===== config.mk =====
export PLATFORM = sky130hd
export DESIGN_NAME = keycfg_regs
export DESIGN_NICKNAME = d
export VERILOG_FILES = /design/src/rtl/keycfg_pkg.sv /design/src/rtl/keycfg_lock.sv /design/src/rtl/keycfg_reg.sv /design/src/rtl/keycfg_regs.sv
export SDC_FILE = /design/constraint.sdc
export NUM_CORES = 1
export LEC_CHECK = 0
export ABC_AREA = 0
export BUFFER_PORTS_ARGS = -buffer_cell sky130_fd_sc_hd__buf_2
export CORE_UTILIZATION = 38
export CTS_CLUSTER_DIAMETER = 150
export DETAILED_ROUTE_END_ITERATION = 8
export PLACE_DENSITY = 0.75
export SLEW_MARGIN = 20
export SYNTH_ARGS = -nofsm -noshare
export SYNTH_HDL_FRONTEND = slang
export SYNTH_SLANG_ARGS = --single-unit

===== constraint.sdc =====
create_clock -name clk -period 1.4 [get_ports clk]
set_input_delay 0 -clock clk [delete_from_list [all_inputs] [get_ports clk]]
set_output_delay 0 -clock clk [all_outputs]
set_load 0.005 [all_outputs]

===== src/rtl/keycfg_pkg.sv =====
package keycfg_pkg;
   localparam int BUS_W   = 32;
   localparam int BE_W    = BUS_W / 8;
   localparam int ADDR_W  = 6;
   localparam int IFCFG_W  = 4;
   localparam int TIMING_W = 26;
   localparam int KEY_W    = 16;
   localparam logic [KEY_W-1:0] UNLOCK_KEY = 16'hA25E;
   localparam logic [7:0]       RESET_CMD  = 8'hFF;
   localparam logic [ADDR_W-1:0] OFS_CMD    = 6'h00;
   localparam logic [ADDR_W-1:0] OFS_IFCFG  = 6'h04;
   localparam logic [ADDR_W-1:0] OFS_TIMING = 6'h08;
   localparam logic [ADDR_W-1:0] OFS_KEY    = 6'h0C;

   typedef struct packed {
      logic wprot;
      logic large_pg;
      logic long_addr;
      logic wide_bus;
   } ifcfg_t;

   typedef struct packed {
      logic [1:0] ce_dly;
      logic [4:0] busy_dly;
      logic [2:0] turn;
      logic [3:0] rd_hi;
      logic [3:0] rd_lo;
      logic [3:0] wr_hi;
      logic [3:0] wr_lo;
   } timing_t;
endpackage


===== src/rtl/keycfg_lock.sv =====
module keycfg_lock
   import keycfg_pkg::*;
#(
   parameter int KW = KEY_W,
   parameter logic [KW-1:0] KEY = UNLOCK_KEY
) (
   input  logic          clk,
   input  logic          rst_n,
   input  logic          key_wr,
   input  logic [KW-1:0] key_val,
   input  logic [1:0]    key_be,
   input  logic          prot_wr,
   input  logic          cmd_reset,
   output logic          unlocked
);
   logic key_ok;
   assign key_ok = (key_be == 2'b11) && (key_val == KEY);

   initial assert (KW % 8 == 0 && KW <= BUS_W);

   always_ff @(posedge clk or negedge rst_n) begin
      if (!rst_n)                   unlocked <= 1'b0;
      else if (cmd_reset || prot_wr) unlocked <= 1'b0;
      else if (key_wr)               unlocked <= key_ok;
   end

   assert_key_opens_R2: assert property (@(posedge clk) disable iff (!rst_n)
      (key_wr && key_val == KEY && key_be == 2'b11) |=> unlocked);
   assert_bad_key_shuts_R3: assert property (@(posedge clk) disable iff (!rst_n)
      (key_wr && (key_val != KEY || key_be != 2'b11)) |=> !unlocked);
   assert_one_shot_R5: assert property (@(posedge clk) disable iff (!rst_n)
      (prot_wr && unlocked) |=> !unlocked);
endmodule


===== src/rtl/keycfg_reg.sv =====
module keycfg_reg
   import keycfg_pkg::*;
#(
   parameter int WIDTH      = 8,
   parameter bit BYTE_MERGE = 1'b1,
   localparam int LANES     = (WIDTH + 7) / 8
) (
   input  logic             clk,
   input  logic             rst_n,
   input  logic             wr,
   input  logic             allow,
   input  logic             clr,
   input  logic [WIDTH-1:0] wdata,
   input  logic [LANES-1:0] be,
   output logic [WIDTH-1:0] q
);
   initial assert (WIDTH >= 1 && WIDTH <= BUS_W);

   generate
      if (BYTE_MERGE) begin : g_merge
         for (genvar i = 0; i < LANES; i++) begin : g_lane
            localparam int LO = 8 * i;
            localparam int HI = (LO + 8 > WIDTH) ? WIDTH - 1 : LO + 7;
            logic [HI-LO:0] lane_q;
            always_ff @(posedge clk or negedge rst_n) begin
               if (!rst_n)                      lane_q <= '0;
               else if (clr)                    lane_q <= '0;
               else if (wr && allow && be[i])   lane_q <= wdata[HI:LO];
            end
            assign q[HI:LO] = lane_q;
         end
      end else begin : g_whole
         logic [WIDTH-1:0] word_q;
         always_ff @(posedge clk or negedge rst_n) begin
            if (!rst_n)                     word_q <= '0;
            else if (clr)                   word_q <= '0;
            else if (wr && allow && |be)    word_q <= wdata;
         end
         assign q = word_q;
      end
   endgenerate

   assert_locked_drop_R4: assert property (@(posedge clk) disable iff (!rst_n)
      (wr && !allow && !clr) |=> $stable(q));
   assert_clear_R8: assert property (@(posedge clk) disable iff (!rst_n)
      clr |=> (q == '0));
endmodule


===== src/rtl/keycfg_regs.sv =====
module keycfg_regs
   import keycfg_pkg::*;
#(
   parameter bit BYTE_MERGE = 1'b1
) (
   input  logic              clk,
   input  logic              rst_n,
   input  logic [ADDR_W-1:0] bus_addr,
   input  logic [BUS_W-1:0]  bus_wdata,
   input  logic [BE_W-1:0]   bus_be,
   input  logic              bus_we,
   output logic [BUS_W-1:0]  bus_rdata,
   output logic              wprot_en,
   output logic              large_page,
   output logic              addr_5byte,
   output logic              bus_16bit,
   output logic [1:0]        ce_delay,
   output logic [4:0]        busy_delay,
   output logic [2:0]        turnaround,
   output logic [3:0]        rd_high,
   output logic [3:0]        rd_low,
   output logic [3:0]        wr_high,
   output logic [3:0]        wr_low
);
   localparam int IF_LANES = (IFCFG_W + 7) / 8;
   localparam int TM_LANES = (TIMING_W + 7) / 8;

   logic    unlocked, key_wr, ifcfg_wr, tim_wr, cmd_reset, prot_wr;
   ifcfg_t  ifcfg_q;
   timing_t tim_q;
   logic    unused_hi;

   assign unused_hi = ^bus_wdata[BUS_W-1:TIMING_W];

   assign key_wr    = bus_we && (bus_addr == OFS_KEY);
   assign ifcfg_wr  = bus_we && (bus_addr == OFS_IFCFG);
   assign tim_wr    = bus_we && (bus_addr == OFS_TIMING);
   assign cmd_reset = bus_we && (bus_addr == OFS_CMD) && bus_be[0]
                      && (bus_wdata[7:0] == RESET_CMD);
   assign prot_wr   = ifcfg_wr || tim_wr;

   keycfg_lock u_lock (
      .clk(clk), .rst_n(rst_n), .key_wr(key_wr),
      .key_val(bus_wdata[KEY_W-1:0]), .key_be(bus_be[1:0]),
      .prot_wr(prot_wr), .cmd_reset(cmd_reset), .unlocked(unlocked)
   );

   keycfg_reg #(.WIDTH(IFCFG_W), .BYTE_MERGE(BYTE_MERGE)) u_ifcfg (
      .clk(clk), .rst_n(rst_n), .wr(ifcfg_wr), .allow(unlocked),
      .clr(cmd_reset), .wdata(bus_wdata[IFCFG_W-1:0]),
      .be(bus_be[IF_LANES-1:0]), .q(ifcfg_q)
   );

   keycfg_reg #(.WIDTH(TIMING_W), .BYTE_MERGE(BYTE_MERGE)) u_timing (
      .clk(clk), .rst_n(rst_n), .wr(tim_wr), .allow(unlocked),
      .clr(cmd_reset), .wdata(bus_wdata[TIMING_W-1:0]),
      .be(bus_be[TM_LANES-1:0]), .q(tim_q)
   );

   always_comb begin
      bus_rdata = '0;
      unique case (bus_addr)
         OFS_IFCFG:  bus_rdata[IFCFG_W-1:0]  = ifcfg_q;
         OFS_TIMING: bus_rdata[TIMING_W-1:0] = tim_q;
         OFS_KEY:    bus_rdata[0]            = unlocked;
         default:    bus_rdata = '0;
      endcase
   end

   assign wprot_en   = ifcfg_q.wprot;
   assign large_page = ifcfg_q.large_pg;
   assign addr_5byte = ifcfg_q.long_addr;
   assign bus_16bit  = ifcfg_q.wide_bus;
   assign ce_delay   = tim_q.ce_dly;
   assign busy_delay = tim_q.busy_dly;
   assign turnaround = tim_q.turn;
   assign rd_high    = tim_q.rd_hi;
   assign rd_low     = tim_q.rd_lo;
   assign wr_high    = tim_q.wr_hi;
   assign wr_low     = tim_q.wr_lo;

   assert_open_write_lands_R5: assert property (@(posedge clk) disable iff (!rst_n)
      (unlocked && ifcfg_wr && bus_be[0]) |=> (ifcfg_q == $past(bus_wdata[IFCFG_W-1:0])));
   assert_locked_timing_hold_R4: assert property (@(posedge clk) disable iff (!rst_n)
      (!unlocked && tim_wr && !cmd_reset) |=> $stable(tim_q));
   assert_cmd_clears_R8: assert property (@(posedge clk) disable iff (!rst_n)
      cmd_reset |=> (!unlocked && ifcfg_q == '0 && tim_q == '0));
endmodule


Word level (Yosys, flattened, before mapping) --
Cells that the tools add are included.
Word-level totals: register bits after elaboration 31, input bits 45, output and inout port bits 62
Operators by class: eq/ne operators 6, mux-type cells 15, reductions and logical operators 23
Operators by type and width (number):
- $mux W8 | 6
- $mux W22 | 1
- $eq A16 B16 Y1 const B | 1
- $logic_and A1 B1 Y1 | 14
- $eq A6 B4 Y1 const B | 2
- $reduce_bool A2 Y1 | 6
- $eq A8 B8 Y1 const B | 1
- $mux W4 | 2
- $eq A6 B3 Y1 const B | 1
- $logic_not A6 Y1 | 1
- $pmux W3 S2 | 1
- $mux W2 | 2
- $pmux W1 S3 | 1
- $eq A2 B2 Y1 const B | 1
- $logic_or A1 B1 Y1 | 2
- $mux W1 | 2

Logic depth before layout (Yosys ltp) --
Gate-level depths: netlist of the first run.
depth after elaboration 6, gate-level depth with buffers 6

Cells and area by module --
A second synthesis of the first run with hierarchy kept.
Second synthesis, totals: cells, all modules 200, area, all modules 2038.2 µm²
Modules (own cells, without submodules):
- keycfg_reg at u_timing | times used 1, cells an instance 116, area each 1318.8 µm²
- keycfg_regs | times used 1, cells an instance 57, area each 399.1 µm²
- keycfg_reg at u_ifcfg | times used 1, cells an instance 18, area each 207.7 µm²
- keycfg_lock | times used 1, cells an instance 9, area each 112.6 µm²

Least setup slack after synthesis of the first run --
Ideal clock, no wire load.
path type in2reg, start input bus_addr[5], end register u_timing.g_merge.g_lane[0].lane_q[0], arrival 1358 ps, setup slack -81 ps, stages 5, buffers on the path 1, path through or4_4 > buf_6 > nor3_4 > mux2i_1 > nor2_2
Between the ends: word-level cells in the longest chain between the ends 5, elaborated cells between the ends (all ways) 10, classes of those cells 1 x eq/ne; 1 x mux; 8 x reduce/logical
Ends and longest elaborated chain:
- start: declaration | line keycfg_regs.sv:8 | input logic [ADDR_W-1:0] bus_addr,
- $eq A6 B4 Y1 / $logic_not A6 Y1 (equally long branches) | line keycfg_regs.sv:37, keycfg_regs.sv:38
- $logic_and A1 B1 Y1, on equally long branches | line keycfg_regs.sv:37, keycfg_regs.sv:38
- $logic_and A1 B1 Y1, on equally long branches | line keycfg_reg.sv:28, keycfg_regs.sv:38
- $logic_and A1 B1 Y1, on equally long branches | line keycfg_reg.sv:28, keycfg_regs.sv:39
- $reduce_bool A2 Y1 (no source line) / $mux W8 (equally long branches)
- end signal: assignment | line keycfg_reg.sv:28 | else if (wr && allow && be[i]) lane_q <= wdata[HI:LO];
- end: declaration | line keycfg_reg.sv:24 | logic [HI-LO:0] lane_q;
Parallel ways exist; a longest one is shown, timed or not. A chain may end at the register's enable or synchronous reset.

Worst setup path in the final report of the first run --
start register u_lock.unlocked, end output bus_rdata[0]
Between the ends: word-level cells in the longest chain between the ends 1
Ends and longest elaborated chain:
- start: declaration | line keycfg_lock.sv:14 | output logic unlocked
- start signal: assignment | line keycfg_lock.sv:24 | else if (key_wr) unlocked <= key_ok;
- $pmux W1 S3 | line keycfg_regs.sv:62 | unique case (bus_addr)
- end: declaration | line keycfg_regs.sv:12 | output logic [BUS_W-1:0] bus_rdata,
Every way passes these cells.

==> run metrics, run 1 <==
Critical-path top delay cell dfrtp_1; Initial Util 0.393; setup ws final -0.00353 ns; post-DR vias/cell 4.86; GRT Total Usage 0.206; RSZ-0062 raised after global routing yes; final hold vios 0; drt pass-1 iters 4; DRC errors left 0; failing checks setup timing; clk_lat worst skew 0.28 ns; die span in y 69.1 µm; IO buf count 94; Slew headroom 0.530; Placer Congestion 0.767; Worst path top cell family by delay flip-flops; Hold WC Path Type input pin to flop; final setup fails 1; antenna-violating nets left 0; top_reg_cell synth dfrtp_1; minimum clock period 1.40 ns; Row Count 24; CP peak stage delay 0.39 ns; Synth warnings 0; Core Area 0.00435 mm²; commonest non-fill, non-tap cells in the layout buf_2 (94), dfrtp_1 (31), dlygate4sd3_1 (24); largest net degree at the start of global routing 32; Post-Place Cells 319; Worst Path Arrival 1.40 ns; final cell count without fillers 353; startpoint types flop; Worst EP required 1.40 ns; VDD IR-drop max 0.000508 V; CTS tree built; Syn Area/Cell 10.1 µm²; layout cells sized above 1 0.452; Tcrit/Tclk final 1.00; Worst-path clk slew 0.06 ns; Synth async-reset ratio 1.00; Worst Skew 0.00318 ns; Synth Instances 169; Via Count 1714; Leak 1.42 nW; cell chain of the critical path buf_6 -> mux2_2 -> a21oi_2 -> nor2_1 -> buf_2; Area Growth Syn to Fin 56.9%; crit end category output pin; PwrDens 687 mW/mm²; Ports 107; CP Class flop to output pin; WL final 4.65 mm; WL/cell 13.2 µm; grt ovf 0; most common cell after layout, fill and taps aside buf_2; Slew Limit Fails 0; outcome finished with violations; maxcap violations 0; post-DP HPWL 3.29 mm; H-Tree Depth 2; highest clock rate 0.712 GHz; Netlist cell types 32; WP buf/inv 2; n_diodes 0; #FFs+latches synth 31; clk root buf clkbuf_8; CTS sink cnt 31; Die ar. 0.00478 mm²; vias in the first global route 1694; Post-synth EDFFs 0; first-pass GRT wire length 7.81 mm; clock buffer depth 2; DRT iter0 DRCs 90; cell area after layout 0.00269 mm²; Max Fanout on Critical Path 3; Die W 69.1 µm; nets 345; Core Util, Final 0.617; DP Area 0.00230 mm²; CTS buffer count 5; post-synthesis cell area 0.00171 mm²; initial antenna violation count 0; register area share after synthesis 0.453; worst slew pin tran 0.705 ns
[synth_stat cells (all sizes together) (2+ instances only)]
cell type / count / area [µm²]
a22o: 3 / 26.3
and2: 23 / 144
and3: 3 / 18.8
buf: 12 / 81.3
clkbuf: 3 / 11.3
dfrtp: 31 / 776
mux2i: 12 / 120
nand2: 20 / 75.1
nand3: 7 / 35.0
nand4: 2 / 12.5
nor2: 18 / 95.1
nor4b: 3 / 41.3
o2bb2ai: 18 / 158
or4: 2 / 18.8
[kinds of logic (layout without fill, tap and decap cells)]
group,Yosys count,in the layout,synth area share
other cells,1,6,0.00219
simple gates,85,85,0.297
flops,31,31,0.453
mux,13,13,0.0768
compound gates,23,23,0.115
buf+inv,16,143,0.0563
[worst reg2reg max path, stage by stage, from the launching register on]
cell       delay (ns)
dfrtp_1          0.39
buf_6            0.12
buf_4            0.12
and2_1           0.15
and3_1           0.20
buf_4            0.15
o2bb2ai_1        0.12
[area by class of cell]
type | count | area (µm²)
fill | 369 | 1670
sequential | 31 | 776
tap | 52 | 65.1
multi-input combinational | 127 | 891
clock buffer | 8 | 100
inverter | 1 | 3.75
timing repair buffer | 134 | 851
[through the flow]
| step | power (mW) | worst slack [ns] | TNS, ns | hold WS (ns) |
|---|---|---|---|---|
| finish | 1.84 | -0.00353 | -0.00353 | 0.0106 |
| global route | 1.91 | -0.107 | -1.29 | 0.0281 |
| CTS | 1.86 | 0.00416 | 0 | 0.00115 |
| detailed placement | 1.04 | -0.0905 | -1.48 | 0.0964 |
| global placement | 1.03 | -0.0745 | -1.36 | 0.0879 |
| floorplan | 0.954 | -0.0179 | -0.140 | -0.296 |
[power by group]
group	internal, mW	switching (mW)	total (mW)
registers	0.896	0.000189	0.896
logic	0.0970	0.0829	0.180
clock network	0.448	0.320	0.769
total	1.44	0.403	1.84
[path summary, 6_finish.rpt]
check	startpoint	endpoint	slack, ns	cells after the start
setup / recovery	u_lock.unlocked	bus_rdata[0]	-0.004	5
hold / removal	bus_wdata[5]	u_timing.g_merge.g_lane[0].lane_q[5]	0.01	3
setup reg to reg	u_lock.unlocked	u_timing.g_merge.g_lane[2].lane_q[2]	0.02	6
hold reg to reg	u_timing.g_merge.g_lane[1].lane_q[0]	u_timing.g_merge.g_lane[1].lane_q[0]	0.54	2
max in group asynchronous	rst_n	u_timing.g_merge.g_lane[0].lane_q[7]	0.64	2
min in group asynchronous	rst_n	u_timing.g_merge.g_lane[2].lane_q[7]	0.30	2
[registers in the layout, indices dropped and copies added (netlist names)]
| register | flops |
|---|---|
| u_timing.g_merge.g_lane.lane_q | 26 |
| u_ifcfg.q | 4 |
| u_lock.unlocked | 1 |
[metal layers]
metal  routed length (µm)  vias up  share of wire  global-route usage
li1                     -      844              -                   -
met1                 1950      792           0.42               0.246
met2                 2270       66           0.49               0.344
met3                  291       12          0.063              0.0614
met4                  128        0          0.028              0.0862
met5                    0        -              0                   0
[what timing repair did]
| action | in CTS | in global routing |
|---|---|---|
| setup endpoints to repair | 1 | 48 |
| resized for setup | 2 | 5 |
| pin swaps | 2 | 4 |
| hold buffers | 24 | 0 |
| endpoints found under the hold margin | 55 | 0 |
| setup buffers | 0 | 2 |
Power figures use the tool's default switching activity.
==> run 2: changes to the inputs <==
Settings changed: ABC_AREA 0 to 1, CORE_UTILIZATION 38 to 40, PLACE_DENSITY 0.75 to 0.77.
==> run 2 against run 1 <==
The run ends with DRC left. Clock-buffer cell count is 2 lower. Critical path depth fell by 2. Cell count up 23%. First-iteration DRC count up 130%. Register-to-register slack improved by 0.30 ns. Highest routed layer unchanged. Clock skew rose by 0.0032 ns. Critical path type unchanged. Largest cell class unchanged. Total power up 28%. Clock power increased by 19%. Combinational power grew 130%. Hold slack got worse by 0.0030 ns.
==> run metrics, run 2 <==
first-pass GRT wire length 8.65 mm (+11%); Die ar. 0.00500 mm² (+4.6%); max reg flops 26 (unchanged); largest net degree at the start of global routing 32 (unchanged); Placer Congestion 0.882 (+15%); Post-synth EDFFs 0 (unchanged); Core Area 0.00444 mm² (+2.1%); maxcap violations 0 (unchanged); adder-cell share of the synthesized area 0 (unchanged); Netlist cell types 21 (-34%); largest family of logic cells by synthesized area simple AND/OR/NAND/NOR gates; Worst EP required 1.40 ns (about the same); post-DR vias/cell 4.83 (-0.54%); startpoint types flop; post-CTS setup buffers 0 (unchanged); grt ovf 0 (unchanged); Slew headroom 0.528 (-0.00216); footprint of the multi-input gates 888 µm² (-0.28%); Leak 1.59 nW (+12%); Via Count 2096 (+22%); #FFs+latches synth 31 (unchanged); Final TNS setup 0 ns (+0.00353 ns); Reg with most FFs u_timing.g_merge.g_lane.lane_q; WL final 5.18 mm (+11%); Worst Skew 0.00633 ns (+0.00315 ns); Slew Limit Fails 0 (unchanged); commonest non-fill, non-tap cells in the layout buf_2 (94), nand2_1 (68), nor2_1 (39); fill cell count 399 (+8.1%); top cells by instance count after synthesis nand2_1 (68), nor2_1 (39), inv_1 (38); Synth Instances 262 (+55%); Hold WC Path Type input pin to flop; die span in y 70.7 µm (+2.3%); post-DP HPWL 3.69 mm (+12%); FF-to-FF path depth 5 (-1); Initial Util 0.425 (+0.0314); Synth Area in Simple Gates 0.438 (+0.142); VDD IR-drop max 0.000782 V (+54%); drt pass-1 iters 7 (+3); IO buf count 94 (unchanged); final setup fails 0 (-1); Synth warnings 0 (unchanged); WL/cell 11.9 µm (-9.4%); top-area cell type share of the netlist area 0.411 (-0.0421); Tot Pwr 2.37 mW (+28%); CTS buffer count 5 (unchanged); Synth async-reset ratio 1.00 (unchanged); most common cell after layout, fill and taps aside buf_2; register area share after synthesis 0.411 (-0.0421); Row Count 24 (unchanged); synth top area cells dfrtp_1 (41%), nand2_1 (14%), nand3_1 (9.5%), nor2_1 (7.8%), inv_1 (7.6%); CTS sink cnt 31 (unchanged); worst hold stages 3 (unchanged); DRC errors left 12 (+12); H-Tree Depth 2 (unchanged); highest clock rate 0.917 GHz (+29%); Worst Path Arrival 1.09 ns (-0.31 ns); n_diodes 0 (unchanged); outcome finished with violations; Post-Place Cells 407 (+28%); RSZ-0062 raised after global routing no; Area Growth Syn to Fin 44.4%; final hold vios 0 (unchanged); GRT Total Usage 0.220 (+0.0137); CP Class flop to output pin; crit end category output pin; post-synthesis cell area 0.00189 mm² (+10%); Max Fanout on Critical Path 5 (+2); Tcrit/Tclk final 0.779 (-0.224); Synth area leader dfrtp_1; FF+latch area 776 µm² (unchanged); CTS tree built; post-CTS sizing 0 (-2); Syn Area/Cell 7.20 µm² (-29%); DRT iter0 DRCs 209 (+130%); minimum clock period 1.09 ns (-0.313 ns); Die W 70.7 µm (+2.3%); dominant cell by count in the synthesized netlist nand2_1; initial antenna violation count 0 (unchanged); final cell count without fillers 434 (+23%); PwrDens 870 mW/mm² (+27%); post-synthesis compound-gate area fraction 0.0206 (-0.0942); Ports 107 (unchanged); vias in the first global route 1919 (+13%); clk_lat worst skew 0.28 ns (about the same); antenna-violating nets left 0 (unchanged); layout cells sized above 1 0.319 (-0.132); clock buffer depth 2 (unchanged); top_reg_cell synth dfrtp_1; clk root buf clkbuf_8; Worst-path clk slew 0.07 ns (about the same); Post-Synth XOR/XNOR Area 0 (unchanged); mux contribution to synthesized area 0 (-0.0768); failing checks DRC; nets 426 (+23%); worst slew pin tran 0.709 ns (+0.00324 ns)
run 2: cell types whose count changed in the layout (fill, tap and decap cells not counted), sizes merged, moves of 3 or more:
cell         change
o2bb2ai         -18
and2            -23
and3             -3
inv             +38
nand2           +48
buf              -9
nand4           +16
nor2            +27
dlygate4sd3      -5
mux2i           -12
nor4b            -3
clkinv           +3
nand3           +32
run 2: area by class of cell:
type / count / area share
timing repair buffer: 120 / 0.262
tap: 52 / 0.0239
clock buffer: 6 / 0.0303
inverter: 41 / 0.0602
clock inverter: 2 / 0.0129
sequential: 31 / 0.285
multi-input combinational: 182 / 0.326
run 2: power breakdown:
part | leakage (nW) | internal, mW | switching [mW]
combinational | 1.11 | 0.193 | 0.221
sequential | 0.421 | 0.974 | 0.0680
clock | 0.0612 | 0.576 | 0.339
run 2: what timing repair did:
action,in CTS,in global routing
endpoints found under the setup margin,0,0
hold buffers,19,0
endpoints found under the hold margin,49,0
run 2: stage by stage:
| stage | util | area, µm² | setup WS (ns) | hold slack [ns] |
|---|---|---|---|---|
| floorplan | - | 1910 | 0.437 | -0.296 |
| global placement | 0.544 | 2420 | 0.196 | 0.0882 |
| detailed placement | 0.544 | 2420 | 0.151 | 0.0942 |
| CTS | 0.613 | 2720 | 0.290 | 0.00303 |
| global route | 0.613 | 2720 | 0.230 | 0.00499 |
| finish | 0.613 | 2720 | 0.310 | 0.00756 |
run 2: final timing paths:
kind / start / end / slack (ns)
setup / recovery: u_lock.unlocked / bus_rdata[0] / 0.31
setup reg to reg: u_lock.unlocked / u_timing.g_merge.g_lane[1].lane_q[6] / 0.32
max in group asynchronous: rst_n / u_timing.g_merge.g_lane[1].lane_q[6] / 0.64
min in group asynchronous: rst_n / u_timing.g_merge.g_lane[0].lane_q[0] / 0.30
hold reg to reg: u_timing.g_merge.g_lane[1].lane_q[7] / u_timing.g_merge.g_lane[1].lane_q[7] / 0.53
hold / removal: bus_wdata[2] / u_timing.g_merge.g_lane[0].lane_q[2] / 0.008
run 2: layer usage:
metal | up-vias | global-route usage | wire, µm
met5 | - | 0 | 0
met4 | 0 | 0.0978 | 126
met3 | 12 | 0.0413 | 285
met2 | 87 | 0.377 | 2600
met1 | 940 | 0.269 | 2170
li1 | 1057 | - | -
run 2: critical path, stage by stage, from the launching register on:
cell and delay [ns]:
dfrtp_1 0.42, inv_1 0.10, o211ai_1 0.17, buf_2 0.13
run 2: cells by family after synthesis:
group,after synthesis
simple gates,171
buf+inv,54
flops,31
compound gates,5
other cells,1
==> run 3: changes to the inputs <==
Clock period 1.4 ns to 0.9 ns, I/O delays scaled along.
==> run 3 against run 2 <==
The run ends with DRC, setup timing left. Non-clock buffer count rose by 45. Hold slack better by 0.0076 ns. Sequential power rose by 56%. Sequential share of layout area decreased by 4.8 points. Sequential cell count unchanged.
==> run metrics, run 3 (same netlist as run 2, synthesis figures left out) <==
cell chain of the critical path buf_4 -> nand4_4 -> nand3_1 -> nand2_1; Post-Place Cells 427 (+4.9%); Row Count 24 (unchanged); FF-to-FF path depth 4 (-1); layout cells sized above 1 0.443 (+0.124); VDD IR-drop max 0.000827 V (+5.7%); IO buf count 94 (unchanged); CP Class flop to flop; FF+latch area 777 µm² (+0.16%); antenna-violating nets left 0 (unchanged); commonest non-fill, non-tap cells in the layout buf_2 (88), nand2_1 (56), buf_4 (39); largest net degree at the start of global routing 23 (-28%); vias in the first global route 2189 (+14%); H-Tree Depth 2 (unchanged); most common cell after layout, fill and taps aside buf_2; PwrDens 1130 mW/mm² (+30%); DRT iter0 DRCs 252 (+21%); die span in y 70.7 µm (unchanged); maxcap violations 0 (unchanged); Pint 2.60 mW (+49%); startpoint types flop; max reg flops 26 (unchanged); Placer Congestion 0.874 (-0.92%); Sw Ratio 0.301 (+0.0359); Core Area 0.00444 mm² (unchanged); initial antenna violation count 0 (unchanged); fill cell count 314 (-21%); Critical-path top delay cell dfrtp_2; Max Fanout on Critical Path 8 (+3); drt pass-1 iters 6 (-1); crit end category flop; worst hold stages 3 (unchanged); Reg with most FFs u_timing.g_merge.g_lane.lane_q; Leak 1.86 nW (+17%); WL final 6.53 mm (+26%); CTS buffer count 5 (unchanged); Tcrit/Tclk final 1.16; Die ar. 0.00500 mm² (unchanged); clock power share 0.289 (-0.097); final cell count without fillers 481 (+11%); CTS sink cnt 31 (unchanged); clk root buf clkbuf_8; final hold vios 0 (unchanged); final setup fails 46 (+46); outcome finished with violations; DRC errors left 10 (-2); clk_lat worst skew 0.28 ns (about the same); Worst-path clk slew 0.07 ns (about the same); Slew Limit Fails 0 (unchanged); first-pass GRT wire length 10.2 mm (+18%); GRT Total Usage 0.263 (+0.0434); Via Count 2358 (+13%); post-DP HPWL 4.08 mm (+11%); CP peak stage delay 0.40 ns (-0.02 ns); Worst EP required 1.07 ns (-0.33 ns); clock buffer depth 2 (unchanged); Die W 70.7 µm (unchanged); Area Growth Syn to Fin 73.9%; setup ws final -0.140 ns (-0.450 ns); post-DR vias/cell 4.90 (+1.5%); RSZ-0062 raised after global routing yes; Sw Pwr 1.12 mW (+78%); WL/cell 13.6 µm (+14%); Initial Util 0.425 (unchanged); minimum clock period 1.04 ns; Final TNS setup -3.59 ns (-3.59 ns); footprint of the multi-input gates 992 µm² (+12%); grt ovf 0 (unchanged); highest clock rate 0.961 GHz; Hold WC Path Type input pin to flop; CTS tree built; Worst Path Arrival 1.21 ns (+0.12 ns); Seq pwr share 0.437 (-0.002); Comb power frac 0.274 (+0.099); Ports 107 (unchanged); Worst Skew 0.00219 ns (-0.00415 ns); n_diodes 0 (unchanged); nets 473 (+11%); failing checks DRC, setup timing
==> run 3: cell count changes in the layout (fill, tap and decap cells not counted), moves of 5 or more <==
| cell | previous run | this run |
|---|---|---|
| buf_12 | 0 | 5 |
| buf_2 | 94 | 88 |
| buf_4 | 7 | 39 |
| buf_6 | 0 | 13 |
| nand2_1 | 68 | 56 |
| nand2_2 | 0 | 12 |
| nand3_1 | 36 | 30 |
| nand3_2 | 0 | 8 |
==> run 3: worst max-delay path: cells and delay by family (launching register included) <==
| family | cells | cell delay (ns) |
|---|---|---|
| AND/OR/NAND/NOR | 3 | 0.37 |
| buffers and inverters | 1 | 0.15 |
| flip-flops | 1 | 0.40 |
==> run 3: what timing repair did <==
action / CTS / global route
buffers inserted: 12 / 12
resized for setup: 14 / 29
hold buffers: 18 / 1
gates cloned: 3 / 0
endpoints found under the hold margin: 49 / 1
endpoints found under the setup margin: 57 / 61
pin swaps: 16 / 33
==> run 3: cell type report <==
cell class / count / area share
timing repair buffer: 165 / 0.365
multi-input combinational: 184 / 0.302
sequential: 31 / 0.237
inverter: 41 / 0.0515
clock buffer: 7 / 0.0233
tap: 52 / 0.0198
clock inverter: 1 / 0.00152
==> run 3: path summary, 6_finish.rpt <==
kind | endpoint | slack (ns) | from
max in group asynchronous | u_lock.unlocked | 0.30 | rst_n
setup / recovery | u_timing.g_merge.g_lane[0].lane_q[7] | -0.14 | u_lock.unlocked
min in group asynchronous | u_timing.g_merge.g_lane[3].lane_q[1] | 0.17 | rst_n
hold reg to reg | u_ifcfg.q[1] | 0.53 | u_ifcfg.q[1]
setup reg to reg | u_timing.g_merge.g_lane[0].lane_q[7] | -0.14 | u_lock.unlocked
hold / removal | u_timing.g_merge.g_lane[0].lane_q[6] | 0.02 | bus_wdata[6]
==> run 3: through the flow <==
step	worst slack, ns	power (mW)	utilization	hold WS (ns)	cell area, µm²
2_1_floorplan	-0.00577	1.95	-	-0.296	1930
3_3_place_gp	-0.201	2.27	0.591	-0.0730	2630
3_5_place_dp	-0.275	2.29	0.591	-0.0685	2630
4_1_cts	-0.125	3.56	0.691	-0.0572	3070
5_1_grt	-0.203	3.90	0.738	0.0439	3280
6_report	-0.140	3.72	0.738	0.0152	3280
==> run 3: power groups by stage <==
stage          Combinational, mW  Sequential, mW  Clock (mW)
6_report                    1.02            1.62        1.07
5_1_grt                     1.11            1.64        1.15
4_1_cts                    0.871            1.62        1.07
3_5_place_dp               0.618            1.68           0
3_3_place_gp               0.604            1.67           0
2_1_floorplan              0.317            1.63           0
==> run 3: routing by layer <==
| layer | GRT usage | routed length [µm] | up-vias |
|---|---|---|---|
| li1 | - | - | 1157 |
| met1 | 0.320 | 2490 | 1070 |
| met2 | 0.467 | 3430 | 115 |
| met3 | 0.0484 | 446 | 16 |
| met4 | 0.0911 | 159 | 0 |
| met5 | 0 | 0 | - |
